===== src/rtl/intmap_pkg.sv =====
package intmap_pkg;
  localparam int FIFO_SRCS = 8;
  localparam int TCLK_N    = 2;
  localparam int EXT_N     = 3;
  localparam int REG_W     = 32;
  localparam int RSV_W     = 10;
  localparam int COND_W    = 2 * FIFO_SRCS + 1 + TCLK_N + EXT_N;
  localparam int STAT_HALF = 2 * FIFO_SRCS;
  localparam int BUS_IDX   = EXT_N + TCLK_N;

  localparam logic [REG_W-1:0] EN_MASK  = {{COND_W{1'b1}}, {RSV_W{1'b0}}};
  localparam logic [REG_W-1:0] STAT_RST = {(REG_W/2){2'b10}};

  // Condition vector, index i matches enable bit RSV_W+i.
  function automatic logic [COND_W-1:0] pack_cond(
    input logic [FIFO_SRCS-1:0] in_c,
    input logic [FIFO_SRCS-1:0] out_c,
    input logic                 bus_c,
    input logic [TCLK_N-1:0]    tclk_c,
    input logic [EXT_N-1:0]     ext_c
  );
    logic [COND_W-1:0] v;
    v = '0;
    for (int k = 0; k < FIFO_SRCS; k++) begin
      v[COND_W-1-2*k] = out_c[k];
      v[COND_W-2-2*k] = in_c[k];
    end
    v[BUS_IDX] = bus_c;
    for (int j = 0; j < TCLK_N; j++) v[EXT_N+j] = tclk_c[j];
    for (int j = 0; j < EXT_N; j++)  v[j] = ext_c[j];
    return v;
  endfunction

  // Global status word.
  function automatic logic [REG_W-1:0] pack_status(
    input logic [FIFO_SRCS-1:0] in_empty,
    input logic [FIFO_SRCS-1:0] out_full,
    input logic [FIFO_SRCS-1:0] in_c,
    input logic [FIFO_SRCS-1:0] out_c
  );
    logic [REG_W-1:0] s;
    s = '0;
    for (int k = 0; k < FIFO_SRCS; k++) begin
      s[STAT_HALF-1-2*k]           = ~out_full[k];
      s[STAT_HALF-2-2*k]           = ~in_empty[k];
      s[STAT_HALF+STAT_HALF-1-2*k] = out_c[k];
      s[STAT_HALF+STAT_HALF-2-2*k] = in_c[k];
    end
    return s;
  endfunction

  // Any enabled condition asserted.
  function automatic logic any_enabled(
    input logic [REG_W-1:0]  en,
    input logic [COND_W-1:0] cond
  );
    return |(en & {cond, {RSV_W{1'b0}}});
  endfunction
endpackage


===== src/rtl/intmap_regs.sv =====
module intmap_regs
  import intmap_pkg::*;
#(
  parameter int NUM_LINES = 4,
  parameter int ADDR_W    = 3
) (
  input  logic                              clk,
  input  logic                              rst_n,
  input  logic                              wr,
  input  logic [ADDR_W-1:0]                 addr,
  input  logic [REG_W-1:0]                  wdata,
  output logic [NUM_LINES-1:0][REG_W-1:0]   en_q,
  output logic [COND_W-1:0]                 rearm_q,
  output logic                              wr_hit
);
  logic [NUM_LINES-1:0] line_sel;

  for (genvar g = 0; g < NUM_LINES; g++) begin : g_line
    assign line_sel[g] = wr && (addr == ADDR_W'(g));
    always_ff @(posedge clk or negedge rst_n) begin
      if (!rst_n)           en_q[g] <= '0;
      else if (line_sel[g]) en_q[g] <= wdata & EN_MASK;
    end
  end

  assign wr_hit = |line_sel;

  always_ff @(posedge clk or negedge rst_n) begin
    if (!rst_n)      rearm_q <= '0;
    else if (wr_hit) rearm_q <= wdata[REG_W-1:RSV_W];
    else             rearm_q <= '0;
  end
endmodule


===== src/rtl/intmap_linegen.sv =====
module intmap_linegen
  import intmap_pkg::*;
#(
  parameter int NUM_LINES = 4
) (
  input  logic                            clk,
  input  logic                            rst_n,
  input  logic [NUM_LINES-1:0][REG_W-1:0] en_q,
  input  logic [COND_W-1:0]               cond,
  output logic [NUM_LINES-1:0]            irq_q
);
  for (genvar g = 0; g < NUM_LINES; g++) begin : g_irq
    always_ff @(posedge clk or negedge rst_n) begin
      if (!rst_n) irq_q[g] <= 1'b0;
      else        irq_q[g] <= any_enabled(en_q[g], cond);
    end
  end
endmodule


===== src/rtl/intmap_status.sv =====
module intmap_status
  import intmap_pkg::*;
(
  input  logic                 clk,
  input  logic                 rst_n,
  input  logic [FIFO_SRCS-1:0] in_empty,
  input  logic [FIFO_SRCS-1:0] out_full,
  input  logic [FIFO_SRCS-1:0] in_c,
  input  logic [FIFO_SRCS-1:0] out_c,
  output logic [REG_W-1:0]     status_q
);
  always_ff @(posedge clk or negedge rst_n) begin
    if (!rst_n) status_q <= STAT_RST;
    else        status_q <= pack_status(in_empty, out_full, in_c, out_c);
  end
endmodule


===== src/rtl/intmap_top.sv =====
module intmap_top
  import intmap_pkg::*;
#(
  parameter int NUM_LINES = 4,
  parameter int ADDR_W    = 3
) (
  input  logic                 clk,
  input  logic                 rst_n,
  input  logic                 reg_wr,
  input  logic [ADDR_W-1:0]    reg_addr,
  input  logic [REG_W-1:0]     reg_wdata,
  output logic [REG_W-1:0]     reg_rdata,
  input  logic [FIFO_SRCS-1:0] src_in_cond,
  input  logic [FIFO_SRCS-1:0] src_out_cond,
  input  logic [FIFO_SRCS-1:0] src_in_empty,
  input  logic [FIFO_SRCS-1:0] src_out_full,
  input  logic                 bus_cond,
  input  logic [TCLK_N-1:0]    tclk_cond,
  input  logic [EXT_N-1:0]     ext_cond,
  output logic [NUM_LINES-1:0] irq_line,
  output logic [COND_W-1:0]    rearm
);
  localparam logic [ADDR_W-1:0] STAT_ADDR = ADDR_W'(NUM_LINES);

  logic [NUM_LINES-1:0][REG_W-1:0] en_q;
  logic [COND_W-1:0]               cond_vec;
  logic [REG_W-1:0]                status_q;
  logic                            wr_hit;

  assign cond_vec = pack_cond(src_in_cond, src_out_cond, bus_cond, tclk_cond, ext_cond);

  intmap_regs #(.NUM_LINES(NUM_LINES), .ADDR_W(ADDR_W)) u_regs (
    .clk     (clk),
    .rst_n   (rst_n),
    .wr      (reg_wr),
    .addr    (reg_addr),
    .wdata   (reg_wdata),
    .en_q    (en_q),
    .rearm_q (rearm),
    .wr_hit  (wr_hit)
  );

  intmap_linegen #(.NUM_LINES(NUM_LINES)) u_lines (
    .clk   (clk),
    .rst_n (rst_n),
    .en_q  (en_q),
    .cond  (cond_vec),
    .irq_q (irq_line)
  );

  intmap_status u_stat (
    .clk      (clk),
    .rst_n    (rst_n),
    .in_empty (src_in_empty),
    .out_full (src_out_full),
    .in_c     (src_in_cond),
    .out_c    (src_out_cond),
    .status_q (status_q)
  );

  always_comb begin
    reg_rdata = '0;
    if (reg_addr == STAT_ADDR) reg_rdata = status_q;
    for (int i = 0; i < NUM_LINES; i++)
      if (reg_addr == ADDR_W'(i)) reg_rdata = en_q[i];
  end
endmodule


===== config.mk =====
export PLATFORM = sky130hd
export DESIGN_NAME = intmap_top
export DESIGN_NICKNAME = d
export VERILOG_FILES = /design/src/rtl/intmap_pkg.sv /design/src/rtl/intmap_regs.sv /design/src/rtl/intmap_linegen.sv /design/src/rtl/intmap_status.sv /design/src/rtl/intmap_top.sv
export SDC_FILE = /design/constraint.sdc
export NUM_CORES = 1
export LEC_CHECK = 0
export ABC_AREA = 1
export BUFFER_PORTS_ARGS = -buffer_cell sky130_fd_sc_hd__buf_2
export CAP_MARGIN = 20
export CORE_ASPECT_RATIO = 2
export CORE_MARGIN = 2
export CORE_UTILIZATION = 55
export CTS_CLUSTER_DIAMETER = 150
export DETAILED_ROUTE_END_ITERATION = 8
export PLACE_DENSITY_LB_ADDON = 0.25
export SLEW_MARGIN = 15
export SYNTH_ARGS = -nofsm -noshare
export SYNTH_HDL_FRONTEND = slang
export SYNTH_SLANG_ARGS = --single-unit

===== constraint.sdc =====
create_clock -name clk -period 1.2 [get_ports clk]
set_input_delay 0.06 -clock clk [delete_from_list [all_inputs] [get_ports clk]]
set_output_delay 0.06 -clock clk [all_outputs]
set_load 0.1 [all_outputs]

After elaboration in Yosys (flattened, before gate mapping)
Index checks and enable logic that the tools add are counted.
{ "word_totals": {"elab_cells": 50, "input_bits": 76, "reg_bits": 146, "out_inout_bits": 58} }
{ "op_classes": {"n_eq_ne": 4, "reduce_logical": 10, "mux": 6, "n_bitwise": 20} }
{ "ops": {"columns": ["op", "count"], "rows": [
  ["$mux W32", 5],
  ["$and A32 B32 Y32", 4],
  ["$reduce_or A32 Y1", 4],
  ["$mux W22", 1],
  ["$not A1 Y1", 16],
  ["$eq A3 B2 Y1 const B", 2],
  ["$logic_and A1 B1 Y1", 4],
  ["$reduce_or A4 Y1", 1],
  ["$eq A3 B1 Y1 const B", 1],
  ["$eq A3 B3 Y1 const B", 1],
  ["$logic_not A3 Y1", 1]
]} }

Depth between registers and ports, before layout
{ "depth": {"depth_word": 6, "depth_mapped": 7} }

Hierarchy
A second synthesis with hierarchy kept.
{ "hier_totals": {"hier_cells": 1031, "hier_area_um2": 7505.9} }
{ "modules_own_cells": {"columns": ["mod", "n_inst", "cells_each", "area_per_inst_um2"], "rows": [
  ["intmap_regs", 1, 498, 4524.3],
  ["intmap_top", 1, 317, 1365.1],
  ["intmap_status", 1, 48, 880.8],
  ["intmap_linegen", 1, 168, 735.7]
]} }

Worst setup path after synthesis
OpenSTA, ideal clock, no wires.
{ "synth_timing": {"path_type": "input to output", "start": "input port reg_addr[2]", "end": "output port reg_rdata[0]", "path_buffers": 2, "t_arrival_ps": 2003, "slack_ps": -863, "cell_stages": 4, "required_time_ps": 1140, "path_cell_list": "buf_2 > clkbuf_1 > nand2_2 > nor2_1"} }
{ "synth_between": {"elab_chain_cells": 6, "elab_cells_between_ends": 10, "cone_classes": "4 x eq/ne; 5 x mux; 1 x reduce/logical"} }
{ "synth_lines": {"columns": ["element", "line", "rtl"], "rows": [
  ["start: declaration", "intmap_top.sv:10", "input logic [ADDR_W-1:0] reg_addr,"],
  ["$eq A3 B3 Y1", "intmap_top.sv:63", "if (reg_addr == STAT_ADDR) reg_rdata = status_q;"],
  ["$mux W32", "intmap_top.sv:63", null],
  ["$mux W32 (3 in a row)", "intmap_top.sv:65", "if (reg_addr == ADDR_W'(i)) reg_rdata = en_q[i];"],
  ["$mux W32 (*)", "intmap_top.sv:65", null],
  ["end: declaration", "intmap_top.sv:12", "output logic [REG_W-1:0] reg_rdata,"]
]} }
Mark *: on every way between the ends. The rest lies on a longest branch, timed or not.

Worst setup path in the final report
{ "layout_timing": {"start": "register u_stat.status_q[17]", "end": "output port reg_rdata[17]"} }
{ "layout_between": {"elab_chain_cells": 5} }
{ "layout_lines": {"columns": ["element", "line", "rtl"], "rows": [
  ["start: declaration", "intmap_status.sv:10", "output logic [REG_W-1:0] status_q"],
  ["start signal: assignment", "intmap_status.sv:14", "else status_q <= pack_status(in_empty, out_full, in_c, out_c);"],
  ["$mux W32", "intmap_top.sv:63", null],
  ["$mux W32 (4 in a row)", "intmap_top.sv:65", null]
]} }
Every way passes these cells.

==> results.ini <==
[status]
status = complete, but fails checks
violations = setup timing

[place]
gp_congestion = 0.875
placed_cell_area_um2 = 8510
dp_hpwl_mm = 12.9
portBuffers = 123
place_ws_ns = -0.0683

[route]
drc_errors = 0
vias = 6625
firstDrtPassIters = 6
routedWlPerCell_um = 17.7
totalWireLength_mm = 21.4
ant_nets = 0
drtIter0Drc = 521
drt-vias-per-instance = 5.48

[floorplanning]
die_area_um2 = 13000
fp-row-count = 56
initial_core_util = 0.565
die_y_um = 159
num_io_pins = 134
core_area_um2 = 11700
die_width_um = 81.6

[sta]
period_share = 1.24
clock_skew_ns = 0.00598
slew_viol_final = 0
fmax_mhz = 671
slew_headroom = 0.777
worst_slew_pin_slew_ns = 0.334
rsz0062_at_grt = yes
hold_viol = 0
setup_tns_ns = -6.06
worst_slack_ns = -0.290
setup_violations = 32
period_needed_ns = 1.49

[power]
p_leak_nw = 5.21
ir_worst_vdd_mv = 1.29
p_per_area_nw_per_um2 = 1580

[clock_network]
cts_tree = yes
clkLatencyLatePin_ns = 0.42
cts_made_buffers = 17
cts_max_path_buffers = 2
cts_sinks = 146
cts.clk_slew.worst_paths_ns = 0.06
cts_max_level = 4
cts-root-buf = clkbuf_16

[grt]
top_usage_layer = met2
grtUsageMet3 = 0.0533
use_met1 = 0.371
grt_max_degree = 40
antenna_found_initial = 0
grt_pass1_vias = 6894
grt_overflow = 0
grt_usage = 0.347
grt_first_pass_wirelength_mm = 34.0
grtUsageMet2 = 0.612

[worst_setup_path]
cpPeakStageDelay_ns = 0.55
reg2reg_to = u_lines.irq_q[0]$_DFF_PN0_
cp_num_buf_inv = 1
critical_path.top_delay_family = flip-flops
reg2reg_from = u_regs.en_q[11]$_DFFE_PN0P_
start_kind = flip-flop
crit_required_ns = 1.14
cp_cell_sequence = nand3_2, nand2_2, nor2_2, nand3_4, buf_12
cp.depth = 5
path_class = flip-flop to output port
slowest_stage = dfstp_2
end_kind = output port
crit_arrival_ns = 1.43
critPathMaxFanout = 1
crit_end = reg_rdata[17]
worstRegToRegCells = 7
startpoint = u_stat.status_q[17]$_DFF_PN1_
r2r_slack_ns = 0.03

[final_layout]
nNetsFinal = 1127
multiInputGateArea_um2 = 2880
final.fill_count = 604
area_growth_pct = 50.2
final_layout_size_suffix_gt1_frac = 0.293
stdcell_area_um2 = 9930
seqCellArea_um2 = 3670
diodes = 0

[logic_synthesis]
synthesis.area_um2 = 6620
synthCells = 843
yosysUniqueCellTypes = 20
avgSynthCellArea_um2 = 7.85
synth_warnings = 0
yosys_register_bits = 146
yosysSeqAreaShare = 0.555
syn_nets = 919

[flow_run]
drv_cap = 0

[min_path]
hold_path.class = input pin to flip-flop

## tightest hold or removal path, delay by kind of cell
kind,cells,cell delay (ns)
buffers and inverters,1,0.12
AND/OR/NAND/NOR,4,0.24
## registers in the layout (all words and copies together), names as in the netlist
register         flops
u_regs.rearm_q      22
u_regs.en_q         88
u_lines.irq_q        4
u_stat.status_q     32
## area by class of cell
| type | instances | share of cell area |
|---|---|---|
| flip-flops and latches | 146 | 0.370 |
| multi-input cells | 562 | 0.290 |
| repair buffers | 223 | 0.223 |
| clock buffers | 18 | 0.0442 |
| inverters | 101 | 0.0382 |
| well taps | 145 | 0.0183 |
| clock inverters | 13 | 0.0162 |
## logic make-up after synthesis
group,Yosys count,synth area share
buf+inv,135,0.0821
compound gates,88,0.0722
simple gates,474,0.290
flops,146,0.555
## cell usage after synthesis (all sizes together)
cell    count  area (µm²)
dfrtp     130        3250
nand2     294        1110
dfstp      16         420
nor3        1        16.3
o21ai      88         478
nand3      71         360
inv       101         379
buf        28         141
nor2      106         413
nand4       2        18.8
clkbuf      6        22.5
## routing by layer
layer  share of wire  wire length, µm
met4           0.056             1200
met2            0.55            11800
met5               0                0
met3           0.050             1060
met1            0.34             7310
## stage by stage
stage	total power (W)	cells	hold slack, ns	util
floorplan	0.00853	843	-0.236	-
global placement	0.00980	1112	-0.0352	0.727
detailed placement	0.00990	1112	-0.0394	0.727
CTS	0.0156	1205	0.0204	0.842
global route	0.0163	1208	0.0692	0.849
finish	0.0157	1208	0.0379	0.849
## report_power, final
group	internal [W]	switching, W
Sequential	0.00560	0.000500
Combinational	0.00152	0.00270
Clock	0.00332	0.00210
## repair_timing
| action | in CTS | in global routing |
|---|---|---|
| setup endpoints to repair | 57 | 33 |
| hold buffers | 55 | 0 |
| resized for setup | 57 | 17 |
| pin swaps | 20 | 23 |
| buffers inserted | 8 | 3 |
| endpoints found under the hold margin | 254 | 0 |
## how the worst min path moves through the flow
stage | start | endpoint | slack [ns] | cells past startpoint
6_report | tclk_cond[1] | u_lines.irq_q[1]$_DFF_PN0_ | 0.04 | 5
5_1_grt | tclk_cond[1] | u_lines.irq_q[1]$_DFF_PN0_ | 0.07 | 5
4_1_cts | tclk_cond[1] | u_lines.irq_q[1]$_DFF_PN0_ | 0.02 | 5
3_5_place_dp | rst_n | u_regs.en_q[26]$_DFFE_PN0P_ | -0.04 | 1
3_3_place_gp | rst_n | u_regs.en_q[90]$_DFFE_PN0P_ | -0.04 | 1
2_1_floorplan | rst_n | u_lines.irq_q[0]$_DFF_PN0_ | -0.24 | 0
## cell usage in the layout (no fill, tap or decap), types with 16 or more instances in the layout
cell type,n
buf_4,58
dfstp_2,16
nand3_1,42
dlygate4sd3_1,55
buf_12,45
nand3_4,20
nor2_1,71
clkbuf_16,17
nor2_4,17
nand2_1,282
buf_2,64
o21ai_1,69
nor2_2,18
dfrtp_1,130
inv_1,93
Note: power is estimated with default switching activity, not from simulation.
